`src/rtl/spib_pkg.sv`:
```
package spib_pkg;
  localparam int CODE_W = 4;
  typedef logic [CODE_W-1:0] code_t;

  localparam code_t LEAD_SEL   = 4'b1000;
  localparam code_t LEAD_DESEL = 4'b1001;
  localparam code_t TRAIL_DESEL = 4'b1001;

  function automatic logic lead_known(code_t c);
    return (c == LEAD_SEL) || (c == LEAD_DESEL);
  endfunction

  function automatic logic lead_selects(code_t c);
    return c == LEAD_SEL;
  endfunction

  function automatic logic trail_holds(code_t c);
    return c[2:0] == 3'b000;
  endfunction

  function automatic logic trail_known(code_t c);
    return trail_holds(c) || (c == TRAIL_DESEL);
  endfunction
endpackage

```
`src/rtl/spib_slot_store.sv`:
```
module spib_slot_store
  import spib_pkg::*;
#(
  parameter int SLOTS  = 3,
  parameter int BYTE_W = 8,
  localparam int SLOT_W  = 2*CODE_W + BYTE_W,
  localparam int TOTAL_W = SLOTS*SLOT_W,
  localparam int SL_W    = (SLOTS > 1) ? $clog2(SLOTS) : 1
) (
  input  logic              clk,
  input  logic              rst,
  input  logic              load,
  input  logic [TOTAL_W-1:0] load_data,
  input  logic              wb_en,
  input  logic [SL_W-1:0]   wb_slot,
  input  logic [BYTE_W-1:0] wb_byte,
  input  logic [SL_W-1:0]   rd_slot,
  output code_t             lead,
  output logic [BYTE_W-1:0] payload,
  output code_t             trail,
  output logic [TOTAL_W-1:0] flat
);
  logic [SLOT_W-1:0] mem [SLOTS];

  genvar g;
  generate
    for (g = 0; g < SLOTS; g++) begin : g_slot
      always_ff @(posedge clk) begin
        if (rst) begin
          mem[g] <= '0;
        end else if (load) begin
          mem[g] <= load_data[(SLOTS-1-g)*SLOT_W +: SLOT_W];
        end else if (wb_en && (wb_slot == SL_W'(g))) begin
          mem[g][CODE_W +: BYTE_W] <= wb_byte;
        end
      end
      assign flat[(SLOTS-1-g)*SLOT_W +: SLOT_W] = mem[g];
    end
  endgenerate

  logic [SLOT_W-1:0] cur;
  assign cur     = mem[rd_slot];
  assign lead    = cur[SLOT_W-1 -: CODE_W];
  assign payload = cur[CODE_W +: BYTE_W];
  assign trail   = cur[CODE_W-1:0];
endmodule

```
`src/rtl/spib_sequencer.sv`:
```
module spib_sequencer #(
  parameter int SLOTS      = 3,
  parameter int BYTE_W     = 8,
  parameter int SLOT_TICKS = 24,
  localparam int PRE_TICKS = 2,
  localparam int BIT_FIRST = PRE_TICKS,
  localparam int BIT_END   = PRE_TICKS + 2*BYTE_W,
  localparam int LAST      = SLOT_TICKS - 1,
  localparam int PH_W      = $clog2(SLOT_TICKS),
  localparam int SL_W      = (SLOTS > 1) ? $clog2(SLOTS) : 1
) (
  input  logic            clk,
  input  logic            rst,
  input  logic            start,
  input  logic            step,
  input  logic            lead_ok,
  input  logic            trail_ok,
  output logic            busy,
  output logic            done,
  output logic [SL_W-1:0] slot,
  output logic            at_lead,
  output logic            at_drive,
  output logic            at_sample,
  output logic            at_settle,
  output logic            at_trail,
  output logic            abort
);
  localparam logic DRIVE_LSB = 1'(BIT_FIRST % 2);

  logic [PH_W-1:0] phase;
  logic tick, in_bits, ends_now;

  assign tick      = busy && step;
  assign in_bits   = (phase >= PH_W'(BIT_FIRST)) && (phase < PH_W'(BIT_END));
  assign at_lead   = tick && (phase == '0);
  assign at_drive  = tick && in_bits && (phase[0] == DRIVE_LSB);
  assign at_sample = tick && in_bits && (phase[0] != DRIVE_LSB);
  assign at_settle = tick && (phase == PH_W'(BIT_END));
  assign at_trail  = tick && (phase == PH_W'(LAST));
  assign abort     = (at_lead && !lead_ok) || (at_trail && !trail_ok);
  assign ends_now  = abort || (at_trail && (slot == SL_W'(SLOTS-1)));

  always_ff @(posedge clk) begin
    if (rst) begin
      busy  <= 1'b0;
      done  <= 1'b0;
      phase <= '0;
      slot  <= '0;
    end else begin
      done <= 1'b0;
      if (!busy) begin
        if (start) begin
          busy  <= 1'b1;
          phase <= '0;
          slot  <= '0;
        end
      end else if (step) begin
        if (ends_now) begin
          busy <= 1'b0;
          done <= 1'b1;
        end else if (at_trail) begin
          slot  <= slot + 1'b1;
          phase <= '0;
        end else begin
          phase <= phase + 1'b1;
        end
      end
    end
  end
endmodule

```
`src/rtl/spib_shift_engine.sv`:
```
module spib_shift_engine #(
  parameter int BYTE_W = 8
) (
  input  logic              clk,
  input  logic              rst,
  input  logic              at_lead,
  input  logic              at_drive,
  input  logic              at_sample,
  input  logic              at_settle,
  input  logic              at_trail,
  input  logic              abort,
  input  logic              lead_sel,
  input  logic              trail_desel,
  input  logic [BYTE_W-1:0] tx_byte,
  input  logic              miso,
  output logic [BYTE_W-1:0] rx_byte,
  output logic              csbm,
  output logic              sckm,
  output logic              mosi
);
  logic [BYTE_W-1:0] sh;

  always_ff @(posedge clk) begin
    if (rst) begin
      csbm <= 1'b1;
      sckm <= 1'b0;
      mosi <= 1'b0;
      sh   <= '0;
    end else if (abort) begin
      csbm <= 1'b1;
      sckm <= 1'b0;
      mosi <= 1'b0;
    end else begin
      if (at_lead) begin
        csbm <= !lead_sel;
        sh   <= tx_byte;
      end
      if (at_drive) begin
        mosi <= sh[BYTE_W-1];
        sckm <= 1'b0;
      end
      if (at_sample) begin
        sckm <= 1'b1;
        sh   <= {sh[BYTE_W-2:0], miso};
      end
      if (at_settle) sckm <= 1'b0;
      if (at_trail)  csbm <= trail_desel;
    end
  end

  assign rx_byte = sh;
endmodule

```
`src/rtl/spib_bridge.sv`:
```
module spib_bridge
  import spib_pkg::*;
#(
  parameter int SLOTS      = 3,
  parameter int BYTE_W     = 8,
  parameter int SLOT_TICKS = 24,
  localparam int SLOT_W  = 2*CODE_W + BYTE_W,
  localparam int TOTAL_W = SLOTS*SLOT_W,
  localparam int SL_W    = (SLOTS > 1) ? $clog2(SLOTS) : 1
) (
  input  logic               clk,
  input  logic               rst,
  input  logic               wr_en,
  input  logic [TOTAL_W-1:0] wr_data,
  input  logic               start,
  input  logic               step,
  input  logic               miso,
  output logic               csbm,
  output logic               sckm,
  output logic               mosi,
  output logic               busy,
  output logic               done,
  output logic [TOTAL_W-1:0] rd_data
);
  code_t             lead, trail;
  logic [BYTE_W-1:0] payload, rx_byte;
  logic [SL_W-1:0]   slot;
  logic at_lead, at_drive, at_sample, at_settle, at_trail, abort;

  spib_slot_store #(.SLOTS(SLOTS), .BYTE_W(BYTE_W)) store_i (
    .clk(clk), .rst(rst),
    .load(wr_en && !busy), .load_data(wr_data),
    .wb_en(at_settle), .wb_slot(slot), .wb_byte(rx_byte),
    .rd_slot(slot), .lead(lead), .payload(payload), .trail(trail),
    .flat(rd_data)
  );

  spib_sequencer #(.SLOTS(SLOTS), .BYTE_W(BYTE_W), .SLOT_TICKS(SLOT_TICKS)) seq_i (
    .clk(clk), .rst(rst), .start(start), .step(step),
    .lead_ok(lead_known(lead)), .trail_ok(trail_known(trail)),
    .busy(busy), .done(done), .slot(slot),
    .at_lead(at_lead), .at_drive(at_drive), .at_sample(at_sample),
    .at_settle(at_settle), .at_trail(at_trail), .abort(abort)
  );

  spib_shift_engine #(.BYTE_W(BYTE_W)) eng_i (
    .clk(clk), .rst(rst),
    .at_lead(at_lead), .at_drive(at_drive), .at_sample(at_sample),
    .at_settle(at_settle), .at_trail(at_trail), .abort(abort),
    .lead_sel(lead_selects(lead)), .trail_desel(!trail_holds(trail)),
    .tx_byte(payload), .miso(miso), .rx_byte(rx_byte),
    .csbm(csbm), .sckm(sckm), .mosi(mosi)
  );
endmodule

```
`config.mk`:
```
export PLATFORM = sky130hd
export DESIGN_NAME = spib_bridge
export DESIGN_NICKNAME = d
export VERILOG_FILES = /design/src/rtl/spib_pkg.sv /design/src/rtl/spib_slot_store.sv /design/src/rtl/spib_sequencer.sv /design/src/rtl/spib_shift_engine.sv /design/src/rtl/spib_bridge.sv
export SDC_FILE = /design/constraint.sdc
export NUM_CORES = 1
export LEC_CHECK = 0
export ABC_AREA = 1
export CAP_MARGIN = 20
export CORE_ASPECT_RATIO = 0.6
export CORE_MARGIN = 1.5
export CORE_UTILIZATION = 47
export CTS_CLUSTER_DIAMETER = 150
export CTS_CLUSTER_SIZE = 28
export DETAILED_ROUTE_END_ITERATION = 12
export GPL_ROUTABILITY_DRIVEN = 0
export GPL_TIMING_DRIVEN = 0
export PLACE_DENSITY = 0.8
export SETUP_SLACK_MARGIN = 0.4
export SYNTH_ARGS = -nofsm -noshare
export SYNTH_HDL_FRONTEND = slang
export SYNTH_SLANG_ARGS = --single-unit
```
`constraint.sdc`:
```
create_clock -name clk -period 2.2 [get_ports clk]
set_input_delay 0.44 -clock clk [delete_from_list [all_inputs] [get_ports clk]]
set_output_delay 0.44 -clock clk [all_outputs]
set_load 0.01 [all_outputs]
```
Word level (Yosys, flattened, before mapping)

Memory sizes are Yosys's and may differ from the RTL's. A register that Yosys moved wholly into a read port is not among the register bits.
Index checks and enable logic that the tools add are counted.

Bits in registers: 20
Logic and storage cells: 116
Memory bits (read-only): 0
Input port bits: 54
Bits in latches: 0
Output and inout port bits: 53
Memories kept: 1
Bits in writable memories: 48

Shifts and indexed selects: 0
Bitwise logic cells: 10
Reductions and logical operators: 37
Divide/modulo/power cells: 0
$mul: 0
Eq/ne operators: 10
Magnitude comparators: 2
Mux-type cells: 46
$add $sub $neg: 2

Memories:

| name        | depth | bits a word | rd ports | clocked after Yosys merged registers in | write ports | RTL line              | source |
|---|---|---|---|---|---|---|---|
| store_i.mem | 3     | 16          | 4        | 1                                       | 3           | spib_slot_store.sv:23 | `logic [SLOT_W-1:0] mem [SLOTS];` |

Operators with widths:

| operator              | number |
|---|---|
| $mux W16              | 3 |
| $mux W8               | 5 |
| $mux W1               | 26 |
| $mux W5               | 5 |
| $logic_and A1 B1 Y1   | 15 |
| $mux W2               | 7 |
| $eq A4 B4 Y1 const B  | 3 |
| $eq A5 B5 Y1 const B  | 2 |
| $reduce_bool A2 Y1    | 4 |
| $ne A2 B2 Y1 const B  | 3 |
| $or A1 B1 Y1          | 6 |
| $reduce_or A3 Y1      | 2 |
| $add A5 B1 Y5 const B | 1 |
| $ge A5 B2 Y1 const B  | 1 |
| $logic_not A1 Y1      | 5 |
| $logic_not A5 Y1      | 1 |
| $lt A5 B5 Y1 const B  | 1 |
| $logic_or A1 B1 Y1    | 4 |
| $not A1 Y1            | 4 |
| $reduce_and A4 Y1     | 1 |
| $logic_not A3 Y1      | 1 |
| $reduce_and A3 Y1     | 1 |
| $add A2 B1 Y2 const B | 1 |
| $eq A2 B1 Y1 const B  | 1 |
| other kinds (4)       | 4 |

Logic depth before layout (Yosys ltp)

Depth after elaboration: 11
Depth in mapped cells: 12
Mapped depth without buffers: 12

Hierarchy

A second synthesis with hierarchy kept.

Cell total of the unflattened synthesis: 472
Area total of the unflattened synthesis: 3741.1 um2

Modules (own cells, without submodules):

| module            | area each (um2) | cells each | times used |
|---|---|---|---|
| spib_slot_store   | 2421.1          | 263        | 1 |
| spib_sequencer    | 683.2           | 101        | 1 |
| spib_shift_engine | 575.6           | 92         | 1 |
| spib_bridge       | 61.3            | 16         | 1 |

Worst setup path before layout

No wires, ideal clock.

Path type: input to register
Start point: input rst
End point: memory store_i.mem[2][10] in the netlist's numbering (enable)
Arrival time: 1466 ps
Stages on the path: 5
Setup slack: 405 ps
Library setup time: 329 ps
Cells stage by stage: clkbuf_1 inv_2 nand3_1 clkbuf_1 nand3_1

RTL lines:

| what        | RTL line              | source |
|---|---|---|
| from (decl) | spib_bridge.sv:12     | `input logic rst,` |
| to (decl)   | spib_slot_store.sv:23 |  |

==> impl_metrics.ini <==
[timing]
clock.fmax_mhz = 542
hold_viol_final = 0
drv_slew = 0
rsz0062_at_grt = true
min_period_ns = 1.84
worst_slack_ns = 0.356
period_share_pct = 83.8
worst_pin_slew_ns = 0.693
relSlewSlack_pct = 53.8
setup_viol = 0
clock_skew_ns = 0.00928

[place]
postPlaceCellArea_um2 = 4670
place_inst = 619
post-place-ws_ns = -0.599
place_hpwl_um = 7670
portBuffers = 105

[detailed_routing]
via_per_inst = 5.47
detailroute.via_count = 3527
avgRoutedWirePerCell_um = 17.9
ant_nets = 0
drc = 0
first_iter_violations = 503
wl_um = 11600
drtPass1Iterations = 8

[critical_path]
path_delay_family = simple AND/OR/NAND/NOR gates
critPathCaptureType = register
worst-path-buf-inv = 1
crit_type = register to register
start_kind = register
cp_slowest_stage_delay_ns = 0.40
crit_end = eng_i.rx_byte[1]$_SDFFE_PP0P_
cp_max_fo = 8
crit_cells = 12
critPathLaunch = store_i.mem[0][1]$_SDFFCE_PN0P_
crit_path_frequent_cell = nand2_1
r2r_cells = 12
r2r_end = eng_i.rx_byte[1]$_SDFFE_PP0P_
crit-reg2reg-launch = store_i.mem[0][1]$_SDFFCE_PN0P_
cp_cell_sequence = nor2_2 > nand2_1 > nand2_1 > nand2_1 > nand2_1 > nand2_1 > nand2_2 > nand2_4 > a21oi_4 > clkinv_4 > nor2_1 > nor2_1
arrival_ns = 2.07
rrSetupSlack_ns = 0.36
worstPathRequired_ns = 2.43
cpMaxStageDelayCell = edfxtp_1

[clock_network]
numCtsBuffers = 9
tritoncts = yes
cts_root_buffer = clkbuf_16
htreeDepth = 3
clkSlewWorstSetupHoldPaths_ns = 0.06
ctsHoldBuffers = 0
clockBufferDepth = 2
worstSkewPairLatency_ns = 0.34
numClockSinks = 70

[global_route]
grt_pass1_wl_um = 17600
grt_max_degree = 14
grt_usage_pct = 29.5
grt_pass1_vias = 3441
grt-ovfl-total = 0
antenna_found_initial = 0

[pwr]
sw_frac_of_total_pct = 27.6
seqPwrFrac_pct = 40.3
switching_power_uw = 1090
ir_worst_vdd_mv = 0.389
finalPower_uw = 3960
p_int_uw = 2870
power_density_nw_per_um2 = 754
clock_power_share_pct = 39.1
pwr-share-comb_pct = 20.6
p_leak_uw = 0.00223

[synthesis]
synth_edf_count = 48
synth_top_flop_cell = edfxtp_1
synth_cell_types = 34
synth.ff_latch_count = 70
ys_warn_count = 0
ys_seq_area_share_pct = 53.9
syn_avg_cell_area_um2 = 8.51
synth_area_um2 = 3490
synth_cells = 410
synthArstFlopShare_pct = 0
syn_nets = 470

[layout]
drive_gt1_share_pct = 15.3
antenna_cells = 0
instances_no_fill = 645
syn_to_final_growth_pct = 50.6
final_nets = 596
fill_cells = 487
postLayoutCellArea_um2 = 5250

[floorplan]
rows = 24
io_pins = 107
die_w_um = 114
die-area_um2 = 7960
core_area_um2 = 7240
start_util_pct = 48.2
die_h_um = 69.7

[job]
maxCapViolCount = 0

[outcome]
status = complete, no violations

[worst_hold_path]
hp-class = primary input to register
worstHoldStart = rst
-- logic make-up (layout without fill, tap and decap cells) --
| kind of cell | count (synthesis) | count (layout) | synth area share (%) |
|---|---|---|---|
| xor gates and xnor gates | 2 | 2 | 0.502 |
| DFF | 70 | 70 | 53.9 |
| adders and majority gates | 6 | 6 | 2.15 |
| buffers and inverters | 92 | 222 | 10.4 |
| AOI/OAI and AO/OA | 58 | 59 | 9.94 |
| and+or+nand+nor | 182 | 182 | 23.1 |
-- cell usage in the layout, fill, tap and decap left out, types with 2 or more instances in the layout --
cell type | netlist | layout
a21oi_1 | 5 | 4
a21oi_2 | 1 | 3
a31oi_1 | 7 | 6
buf_2 | 2 | 3
buf_4 | 3 | 9
buf_6 | 0 | 2
clkbuf_1 | 6 | 3
clkbuf_16 | 0 | 10
clkbuf_2 | 0 | 4
clkdlybuf4s50_1 | 0 | 104
clkinv_4 | 0 | 2
clkinvlp_4 | 0 | 4
dfxtp_1 | 22 | 19
dfxtp_2 | 0 | 2
edfxtp_1 | 48 | 48
ha_1 | 6 | 6
inv_1 | 74 | 71
inv_2 | 5 | 6
nand2_1 | 69 | 64
nand2_2 | 3 | 4
nand2_4 | 1 | 5
nand3_1 | 22 | 18
nand3_4 | 0 | 6
nor2_1 | 72 | 64
nor2_2 | 0 | 5
nor2_4 | 2 | 5
nor3_1 | 3 | 3
o21ai_0 | 15 | 10
o21ai_1 | 4 | 7
o21ai_2 | 0 | 2
o22ai_1 | 24 | 24
xor2_1 | 2 | 2
-- registers in the layout (all words and copies together) (netlist names), named ones only --
signal	flops
store_i.mem	48
eng_i.rx_byte	8
seq_i.phase	5
seq_i.slot	2
eng_i.csbm	1
eng_i.mosi	1
eng_i.sckm	1
seq_i.busy	1
seq_i.done	1
-- through the flow --
step	hold WS (ns)	TNS, ns	utilization [%]
4_1_cts	0.476	0	71.4
3_3_place_gp	0.483	-14.20	64.5
6_report	0.406	0	72.6
3_5_place_dp	0.488	-16.69	64.5
5_1_grt	0.416	0	72.6
2_1_floorplan	0.465	0	-
-- layout make-up --
type	count	area (um^2)	share of cell area, %
Buffer	12	72.6	1.38
Clock buffer	12	268	5.10
Clock inverter	4	53.8	1.02
Inverter	80	312	5.93
Multi-Input combinational cell	249	1410	26.9
Sequential cell	70	1890	35.9
Tap cell	104	130	2.48
Timing Repair Buffer	113	1110	21.1
Timing Repair inverter	1	7.51	0.143
-- repair_timing --
action,in CTS,in global routing
gates resized for setup,33,27
pin swaps,4,0
hold endpoints to repair,0,0
setup endpoints to repair,101,53
cloned,2,0
buffers inserted,5,3
-- per-layer routing --
layer	wire length, um	global-route usage [%]	vias up
met5	0	0	-
li1	-	-	1583
met2	5060	45.8	271
met4	202	8.33	0
met1	4700	40.1	1640
met3	1610	8.92	33
-- worst min path at each step --
stage | cells after the start | slack, ns | endpoint
3_3_place_gp | 2 | 0.48 | eng_i.rx_byte[1]$_SDFFE_PP0P_
2_1_floorplan | 2 | 0.46 | eng_i.rx_byte[0]$_SDFFE_PP0P_
6_report | 2 | 0.41 | seq_i.phase[1]$_SDFFE_PP0P_
5_1_grt | 2 | 0.42 | seq_i.phase[1]$_SDFFE_PP0P_
4_1_cts | 2 | 0.48 | seq_i.phase[3]$_SDFFE_PP0P_
3_5_place_dp | 2 | 0.49 | eng_i.mosi$_SDFFE_PP0P_
-- power by group through the flow --
| stage | clock network (uW) | registers (uW) | logic [uW] |
|---|---|---|---|
| 6_report | 1550 | 1600 | 817 |
| 3_5_place_dp | 0 | 1620 | 706 |
| 3_3_place_gp | 0 | 1610 | 685 |
| 5_1_grt | 1600 | 1610 | 875 |
| 2_1_floorplan | 0 | 1640 | 321 |
| 4_1_cts | 1540 | 1590 | 756 |
-- synthesized netlist by cell type, types with 2 or more instances --
cell	count	area share [%]
buf_4	3	0.65
o21ai_0	15	2.2
a31oi_1	7	1.3
xor2_1	2	0.50
a21oi_1	5	0.72
nand3_1	22	3.2
clkbuf_1	6	0.65
edfxtp_1	48	41
buf_2	2	0.29
nand4_2	2	0.72
nor3_1	3	0.43
nand2_1	69	7.4
dfxtp_1	22	13
nor2_4	2	0.65
o21ai_1	4	0.57
nand2_2	3	0.54
nand3_2	2	0.57
nor2_1	72	7.7
o22ai_1	24	4.3
inv_2	5	0.54
inv_1	74	8.0
ha_1	6	2.2
No activity file was read; power rests on OpenSTA's default activity.
